`src/rtl/fir_pkg.sv`:
```
package fir_pkg;

    typedef enum logic {
        ST_IDLE  = 1'b0,
        ST_SWEEP = 1'b1
    } fir_state_t;

    // Output width from the absolute coefficient sum.
    function automatic int acc_width(input int dw, input int taps, input int cw,
                                     input logic [4095:0] cvec);
        int total;
        total = 0;
        for (int i = 0; i < taps; i++) begin
            logic signed [31:0] v;
            for (int b = 0; b < 32; b++) begin
                if (b < cw) v[b] = cvec[i*cw + b];
                else        v[b] = cvec[i*cw + cw - 1];
            end
            total += (v < 0) ? -v : v;
        end
        return dw + $clog2(total + 1);
    endfunction

endpackage

```
`src/rtl/fir_delay_line.sv`:
```
module fir_delay_line #(
    parameter int TAPS = 8,
    parameter int DW   = 8,
    parameter int CNTW = 3
) (
    input  logic                 clk,
    input  logic                 rst,
    input  logic                 shift_en,
    input  logic signed [DW-1:0] din,
    input  logic [CNTW-1:0]      rd_addr,
    output logic signed [DW-1:0] dout
);
    // Oldest sample at index 0, newest at TAPS-1.
    logic signed [DW-1:0] mem [TAPS];

    always_ff @(posedge clk) begin
        if (rst) mem[TAPS-1] <= '0;
        else if (shift_en) mem[TAPS-1] <= din;
    end

    generate
        for (genvar i = 0; i < TAPS - 1; i++) begin : g_stage
            always_ff @(posedge clk) begin
                if (rst) mem[i] <= '0;
                else if (shift_en) mem[i] <= mem[i+1];
            end
        end
    endgenerate

    assign dout = mem[rd_addr];


    hold_when_idle_chk: assert property (@(posedge clk) disable iff (rst)
        !shift_en |=> $stable(mem[TAPS-1]));

endmodule

```
`src/rtl/fir_coef_rom.sv`:
```
module fir_coef_rom #(
    parameter int                     TAPS  = 8,
    parameter int                     CW    = 6,
    parameter logic [TAPS*CW-1:0]     COEFS = '0,
    parameter int                     CNTW  = 3
) (
    input  logic [CNTW-1:0]      addr,
    output logic signed [CW-1:0] coef
);
    logic signed [CW-1:0] rom [TAPS];

    // Reversed storage: entry a holds tap TAPS-1-a.
    generate
        for (genvar a = 0; a < TAPS; a++) begin : g_entry
            assign rom[a] = COEFS[(TAPS-1-a)*CW +: CW];
        end
    endgenerate

    assign coef = rom[addr];

endmodule

```
`src/rtl/fir_mac.sv`:
```
module fir_mac #(
    parameter int DW = 8,
    parameter int CW = 6,
    parameter int AW = 14
) (
    input  logic                 clk,
    input  logic                 rst,
    input  logic                 step_v,
    input  logic                 step_first,
    input  logic                 step_last,
    input  logic signed [DW-1:0] sample,
    input  logic signed [CW-1:0] coef,
    output logic                 sum_done,
    output logic signed [AW-1:0] sum
);
    localparam int PW = (DW + CW > AW) ? DW + CW : AW;

    logic signed [PW-1:0] mult;
    logic signed [PW-1:0] prod_q;
    logic                 prod_v, prod_first, prod_last;
    logic signed [AW-1:0] acc;

    assign mult = PW'(sample) * PW'(coef);

    // Product register stage.
    always_ff @(posedge clk) begin
        if (rst) begin
            prod_q     <= '0;
            prod_v     <= 1'b0;
            prod_first <= 1'b0;
            prod_last  <= 1'b0;
        end else begin
            prod_q     <= mult;
            prod_v     <= step_v;
            prod_first <= step_first;
            prod_last  <= step_last;
        end
    end

    // Accumulator: reload on the first product, otherwise add.
    always_ff @(posedge clk) begin
        if (rst) begin
            acc      <= '0;
            sum_done <= 1'b0;
        end else begin
            sum_done <= prod_v && prod_last;
            if (prod_v) begin
                if (prod_first) acc <= prod_q[AW-1:0];
                else            acc <= acc + prod_q[AW-1:0];
            end
        end
    end

    assign sum = acc;


    reload_first_chk: assert property (@(posedge clk) disable iff (rst)
        (prod_v && prod_first) |=> (acc == $past(prod_q[AW-1:0])));

endmodule

```
`src/rtl/serial_fir.sv`:
```
module serial_fir #(
    parameter int                 TAPS  = 8,
    parameter int                 CW    = 6,
    parameter logic [TAPS*CW-1:0] COEFS = {6'h01, 6'h3E, 6'h04, 6'h37,
                                           6'h0C, 6'h07, 6'h3B, 6'h03},
    parameter int                 DW    = 8,
    parameter int                 AW    = fir_pkg::acc_width(DW, TAPS, CW, 4096'(COEFS))
) (
    input  logic          clk,
    input  logic          rst,
    input  logic          in_valid,
    input  logic [DW-1:0] in_data,
    output logic          in_ready,
    output logic          busy,
    output logic          out_valid,
    output logic [AW-1:0] out_data
);
    import fir_pkg::*;

    localparam int CNTW = (TAPS > 1) ? $clog2(TAPS) : 1;
    localparam logic [CNTW-1:0] LAST_TAP = CNTW'(TAPS - 1);

    fir_state_t           state, state_nx;
    logic [CNTW-1:0]      cnt, cnt_nx;
    logic                 accept;
    logic                 step_first, step_last;
    logic signed [DW-1:0] tap_sample;
    logic signed [CW-1:0] tap_coef;
    logic                 sum_done;
    logic signed [AW-1:0] sum;

    assign accept = in_valid && in_ready;

    // Next-state logic.
    always_comb begin
        state_nx = state;
        cnt_nx   = cnt;
        unique case (state)
            ST_IDLE: begin
                cnt_nx = '0;
                if (accept) state_nx = ST_SWEEP;
            end
            ST_SWEEP: begin
                if (cnt == LAST_TAP) begin
                    state_nx = ST_IDLE;
                    cnt_nx   = '0;
                end else begin
                    cnt_nx = cnt + 1'b1;
                end
            end
        endcase
    end

    // State register.
    always_ff @(posedge clk) begin
        if (rst) begin
            state <= ST_IDLE;
            cnt   <= '0;
        end else begin
            state <= state_nx;
            cnt   <= cnt_nx;
        end
    end

    // State-decoded outputs.
    always_comb begin
        in_ready   = (state == ST_IDLE);
        busy       = (state == ST_SWEEP);
        step_first = (state == ST_SWEEP) && (cnt == '0);
        step_last  = (state == ST_SWEEP) && (cnt == LAST_TAP);
    end

    fir_delay_line #(.TAPS(TAPS), .DW(DW), .CNTW(CNTW)) u_line (
        .clk(clk), .rst(rst), .shift_en(accept), .din(in_data),
        .rd_addr(cnt), .dout(tap_sample)
    );

    fir_coef_rom #(.TAPS(TAPS), .CW(CW), .COEFS(COEFS), .CNTW(CNTW)) u_rom (
        .addr(cnt), .coef(tap_coef)
    );

    fir_mac #(.DW(DW), .CW(CW), .AW(AW)) u_mac (
        .clk(clk), .rst(rst), .step_v(busy), .step_first(step_first),
        .step_last(step_last), .sample(tap_sample), .coef(tap_coef),
        .sum_done(sum_done), .sum(sum)
    );

    // Capture register, one pulse per sweep.
    always_ff @(posedge clk) begin
        if (rst) begin
            out_valid <= 1'b0;
            out_data  <= '0;
        end else begin
            out_valid <= sum_done;
            if (sum_done) out_data <= sum;
        end
    end


    sweep_start_chk: assert property (@(posedge clk) disable iff (rst)
        accept |=> (busy && !in_ready && cnt == '0));


    cnt_range_chk: assert property (@(posedge clk) disable iff (rst)
        cnt <= LAST_TAP);


    out_pulse_chk: assert property (@(posedge clk) disable iff (rst)
        out_valid |=> !out_valid);


    out_timing_chk: assert property (@(posedge clk) disable iff (rst)
        out_valid |-> ($past(busy, 3) && !$past(busy, 2)));

endmodule

```
`config.mk`:
```
export PLATFORM = sky130hd
export DESIGN_NAME = serial_fir
export DESIGN_NICKNAME = d
export VERILOG_FILES = /design/src/rtl/fir_pkg.sv /design/src/rtl/fir_delay_line.sv /design/src/rtl/fir_coef_rom.sv /design/src/rtl/fir_mac.sv /design/src/rtl/serial_fir.sv
export SDC_FILE = /design/constraint.sdc
export NUM_CORES = 1
export LEC_CHECK = 0
export ABC_CLOCK_PERIOD_IN_PS = 6500
export BUFFER_PORTS_ARGS = -buffer_cell sky130_fd_sc_hd__buf_2
export CAP_MARGIN = 30
export CORE_ASPECT_RATIO = 0.7
export CORE_MARGIN = 2
export CORE_UTILIZATION = 30
export CTS_CLUSTER_DIAMETER = 200
export DETAILED_ROUTE_END_ITERATION = 10
export GPL_ROUTABILITY_DRIVEN = 0
export SLEW_MARGIN = 40
export SYNTH_ARGS = -nofsm -noshare
export SYNTH_HDL_FRONTEND = slang
export SYNTH_HIERARCHICAL = 1
export SYNTH_SLANG_ARGS = --single-unit
```
`constraint.sdc`:
```
create_clock -name clk -period 6.5 [get_ports clk]
set_input_delay 0.65 -clock clk [delete_from_list [all_inputs] [get_ports clk]]
set_output_delay 0.65 -clock clk [all_outputs]
set_load 0.02 [all_outputs]
```
Word-level counts from Yosys, hierarchy flattened
Memory sizes are Yosys's and may differ from the RTL's. A register that Yosys moved wholly into a read port is not among the register bits.
Index checks and enable logic that the tools add are counted.
Storage, ports and cells
  input port bits: 11
  register bits after elaboration: 51
  output and inout port bits: 17
  logic and storage cells: 53
  memories: 2
  bits in read-only memories: 48
  bits in writable memories: 64
Operators by class
  bitwise gates (word level): 10
  reduce and logical (&&, ||, !) cells: 5
  $add $sub $neg: 2
  order comparisons: 1
  mux-type cells: 21
  eq/ne operators: 1
  multipliers: 1
Memories
  u_line.mem: words 8, width 8, rd ports 8, clocked after memory_dff 1, wr ports 8, line fir_delay_line.sv:14  | logic signed [DW-1:0] mem [TAPS];
  (no name shown): words 8, width 6, rd ports 1, clocked after memory_dff 0, wr ports 0, line fir_coef_rom.sv:19  | assign coef = rom[addr];
Operators by type and width (count)
  $mux W8: 8
  $add A14 B14 Y14: 1
  $mul A8 B6 Y14: 1
  $mux W14: 1
  $mux W6: 2
  $or A1 B1 Y1: 8
  $mux W1: 6
  $mux W3: 2
  $pmux W3 S2: 1
  $ge A4 B4 Y1 const B: 1
  $logic_and A1 B1 Y1: 4
  $not A3 Y4: 1
  $add A3 B1 Y3 const B: 1
  $eq A3 B3 Y1 const B: 1
  $logic_not A3 Y1: 1
  $pmux W1 S2: 1
  $not A1 Y1: 1

Logic depth before layout (Yosys ltp)
  depth in word-level cells: 6
  gate-level depth with buffers: 18
  gate-level depth less buffers: 18

By module
The synthesis kept the hierarchy.
By module, submodules not included
  fir_mac: times used 1, cells an instance 358, area each 3313.2 µm², sequential area each 640.6 µm²
  fir_delay_line: times used 1, cells an instance 175, area each 2899.0 µm², sequential area each 1841.8 µm²
  serial_fir: times used 1, cells an instance 67, area each 737.0 µm², sequential area each 380.4 µm²
  fir_coef_rom: times used 1, cells an instance 18, area each 145.1 µm², sequential area each 0.0 µm²

Least setup slack after synthesis
No wires, ideal clock.
  path kind: register to register
  start: reg cnt[0]
  end: reg u_mac.prod_q[12]
  path slack: 0.974 ns
  setup time: 0.133 ns
  path buffers: 2
  period minus slack after synthesis: 5.526 ns
  required time: 6.367 ns
  cell stages (with the launch flop): 19
  arrival: 5.393 ns
  cells stage by stage: dfxtp_1 buf_6 buf_12 mux4_1 mux2_2 and2_1 fa_1 inv_1 fa_1 inv_1 fa_1 fa_1 fa_1 a21o_1 a21oi_1 o21bai_1 a2111oi_2 o21ai_0 nor3b_1
On the way
  longest elaborated chain between the ends: 5
Ends and longest elaborated chain
  start: declaration: line serial_fir.sv:24  | logic [CNTW-1:0] cnt, cnt_nx;
  start signal: assignment: line serial_fir.sv:61  | cnt <= cnt_nx;
  $not A3 Y4 (implied by the code): line fir_coef_rom.sv:19
  $mem_v2 Z8 W6
  $mux W6 (implied by the code) (2 in series): line fir_coef_rom.sv:19
  $mul A8 B6 Y14: line fir_mac.sv:23  | assign mult = PW'(sample) * PW'(coef);
  end signal: assignment: line fir_mac.sv:33  | prod_q <= mult;
  end: declaration: line fir_mac.sv:19  | logic signed [PW-1:0] prod_q;
Every way passes these cells. The select of a mux whose other input is x is not followed.
A chain may end at the register's enable or synchronous reset.

Worst setup path in the final report
Ends and elaborated chain as after synthesis.

==> results.md <==
* Outcome: completed
* Total congestion overflow at 0
* Filler Cell Count at approximately 2400
* Max-cap viol count at 0
* Input/output buffers at 27
* Setup violators final at 0
* Pre-antenna DRT Iters at 4
* Hold Fails Final Rpt at 0
* Global-route wire length before repair at approximately 23000 um
* Fin. max-slew vios at 0
* TNS Setup at 0 ps
* WL final at approximately 13000 um
* RSZ-0062 raised after global routing: false
* Reg2Reg Setup Slack at between 800 and 900 ps
* Max Used Layer: met4
* Nets at around 740
* Core Area at about 23000 sq um
* Vias per Instance at around 4.6
* Met2 WL at 5370 um
* Endpoint class of the critical path: register
* First DRT Iteration DRCs at between 200 and 250
* Min cycle time layout at 5640 ps
* Starting Density at a little under a third
* DIE WIDTH at ~190 um
* GRT Overall Usage at about an eighth
* Setup WS post-layout at ~860 ps
* Vias in the first global route at 4458
* Place WS at between 800 and 900 ps
* Sequential area share after synthesis at between 40% and 50%
* Syn Area/Cell at between 10 and 15 sq um
* DRC at 0
* ANT nets after route at 0
* CTS H-tree depth at 4
* Initial antenna violation count at 0
* Layout cells sized above 1 at between 10% and 20%
* Clk root buf: clkbuf_16
* Syn Inst Count at 618
* Worst slew margin at 48.2%
* Cell Pwr Density at ~260 nW/um^2
* EDFF count, synth at 56
* Number of diodes at 0
* CTS tree: built
* Leakage at about 3.4 nW
* Wire per inst at ~14 um
* Total setup buffers inserted after CTS at 0
* Die height at between 100 and 150 um
* FFs w/ async S/R, synth at 0%
* Yosys top cell by area: edfxtp_1
* HPWL reported at the end of detailed placement at 9310 um
* CTS clk-pin slew, worst paths at approximately 60 ps
* YS warnings at 6
* CTS Buf Count at 17
* DIE AREA at 24900 sq um
* Worst-Margin Slew at 777 ps
* Final worst path period share at between 80% and 90%
* Largest net degree at the start of global routing at 62
* Arr. time, crit path at 5920 ps
* F_max at 177 MHz
* Met3 wire length at about 560 um
* Hold_buf cts at 0
* # rows at 47
* Post-Route M1 WL at 7300 um
* Area growth syn-to-layout at 14.5%
* Worst hold path type: reg -> reg
* Via count at about 4500
* Main synth FF type: dfxtp_1
* Longest Clk Path Bufs at 2
* Skew-Pair Late Insertion Delay at ~420 ps
* Worst Skew at 7.23 ps
* Synth area leaders: edfxtp_1, dfxtp_1, fa_1
* Top cell type's share of synthesized area at a little under a quarter
* Clock sinks at around 120
* Num ports at 28
* CP max FO at 21
* Syn Nets at roughly 710
* Critical path class: reg -> reg
* Setup crit start kind: register
* Synth Register Bits at between 100 and 150
* Synth cell types at 59
* Req. time, crit path at ~6800 ps
* Synthesized area at roughly 7100 sq um
* Resize count post-CTS at 0
* Max VDD drop at ~0.00019 V
==> cells in the final DEF (no fill, tap or decap), types with 4 or more instances in the layout <==
| cell type | instances |
|---|---|
| mux2i_1 | 26 |
| nand2_1 | 22 |
| buf_2 | 27 |
| mux2_2 | 9 |
| mux4_1 | 15 |
| a21oi_1 | 21 |
| fa_1 | 35 |
| nor3_1 | 4 |
| o211ai_1 | 4 |
| a211oi_1 | 7 |
| nor3b_1 | 5 |
| clkinv_2 | 4 |
| nor2_1 | 42 |
| xnor2_1 | 12 |
| dfxtp_1 | 57 |
| inv_1 | 42 |
| and3_1 | 5 |
| o21ai_0 | 10 |
| bufinv_16 | 4 |
| ha_1 | 45 |
| and2_1 | 90 |
| xor2_1 | 7 |
| buf_4 | 8 |
| clkbuf_16 | 17 |
| a21o_1 | 4 |
| edfxtp_1 | 56 |
| o21a_1 | 7 |
| nor2b_1 | 18 |
| a31oi_1 | 4 |
==> flip-flops by register name, summed over array words and instances (netlist names) <==
signal,flops
u_mac/sum,14
cnt,3
u_mac/sum_done,1
u_line/mem,64
out_valid,1
u_mac/prod_last,1
u_mac/prod_q,14
u_mac/prod_v,1
busy,1
out_data,14
u_mac/prod_first,1
==> cell type report <==
class | count | area [sq um] | share of cell area (%)
Inverter | 42 | 158 | 1.94
Clock buffer | 20 | 437 | 5.38
Sequential cell | 115 | 2870 | 35.3
Tap cell | 318 | 398 | 4.90
Multi-Input combinational cell | 434 | 3910 | 48.1
Clock inverter | 12 | 163 | 2.00
Timing Repair Buffer | 35 | 195 | 2.40
==> worst max-delay path, cell delays in order, from the launching register on <==
cell and delay (ps):
dfxtp_1 300, buf_4 310, mux4_1 580, mux2_2 320, and2_1 190, fa_1 530, inv_1 50, fa_1 470
inv_1 50, fa_1 550, fa_1 470, fa_1 480, a21o_1 170, a21oi_1 210, o21bai_1 120, a2111oi_2 400
o21ai_0 130, nor3b_1 140
==> synthesized netlist by cell type (all sizes together), types with 2 or more instances <==
cell,n
clkbuf,15
nand2b,3
or2,2
xnor2,12
a21o,4
ha,45
inv,42
a21oi,21
o211ai,4
nor4b,2
and2,90
o21ai,11
mux2,9
and3,5
xor2,7
or3,3
mux2i,26
a311oi,2
a211oi,7
o41ai,2
buf,12
nand3,3
o21a,7
edfxtp,56
nor2,42
mux4,16
nor3,5
o31a,2
nand2,23
o21bai,2
dfxtp,59
nor2b,19
fa,35
a211o,3
nor3b,6
a31oi,4
==> power by group <==
group | switching [mW] | internal [mW]
combinational | 0.183 | 0.152
sequential | 0.0361 | 0.817
clock | 0.329 | 0.634
==> cells by family (layout without fill, tap and decap cells) <==
family	count (synthesis)	count (layout)	synth area share (%)
and+or+nand+nor	206	206	16.3
DFF	115	115	40.4
adders and majority gates	80	80	17.8
AOI/OAI and AO/OA	78	78	7.67
buffers and inverters	69	109	4.59
muxes	51	51	11.0
xor gates and xnor gates	19	19	2.35
==> stage by stage <==
| step | util, % | cells | hold WS (ps) | cell area, sq um | total power [mW] |
|---|---|---|---|---|---|
| finish | 34.7 | 976 | 458 | 8120 | 2.15 |
| global placement | 32.1 | 944 | 453 | 7520 | 1.20 |
| global route | 34.7 | 976 | 479 | 8120 | 2.27 |
| floorplan | - | 618 | 437 | 7090 | 1.12 |
| detailed placement | 32.2 | 944 | 462 | 7520 | 1.20 |
| CTS | 34.7 | 976 | 460 | 8120 | 2.18 |
==> final timing paths <==
check	start	cells after the start	to
hold / removal	u_mac/prod_last	1	u_mac/sum_done
hold reg to reg	u_mac/prod_last	1	u_mac/sum_done
setup reg to reg	cnt[0]	17	u_mac/prod_q[12]
setup / recovery	cnt[0]	17	u_mac/prod_q[12]
==> per-layer routing <==
| layer | track usage (%) | up-vias |
|---|---|---|
| met4 | 4.33 | 0 |
| met3 | 3.32 | 12 |
| met1 | 17.4 | 2168 |
| li1 | - | 2218 |
| met2 | 16.3 | 67 |
| met5 | 0 | - |
No activity file was read; power rests on OpenSTA's default activity.
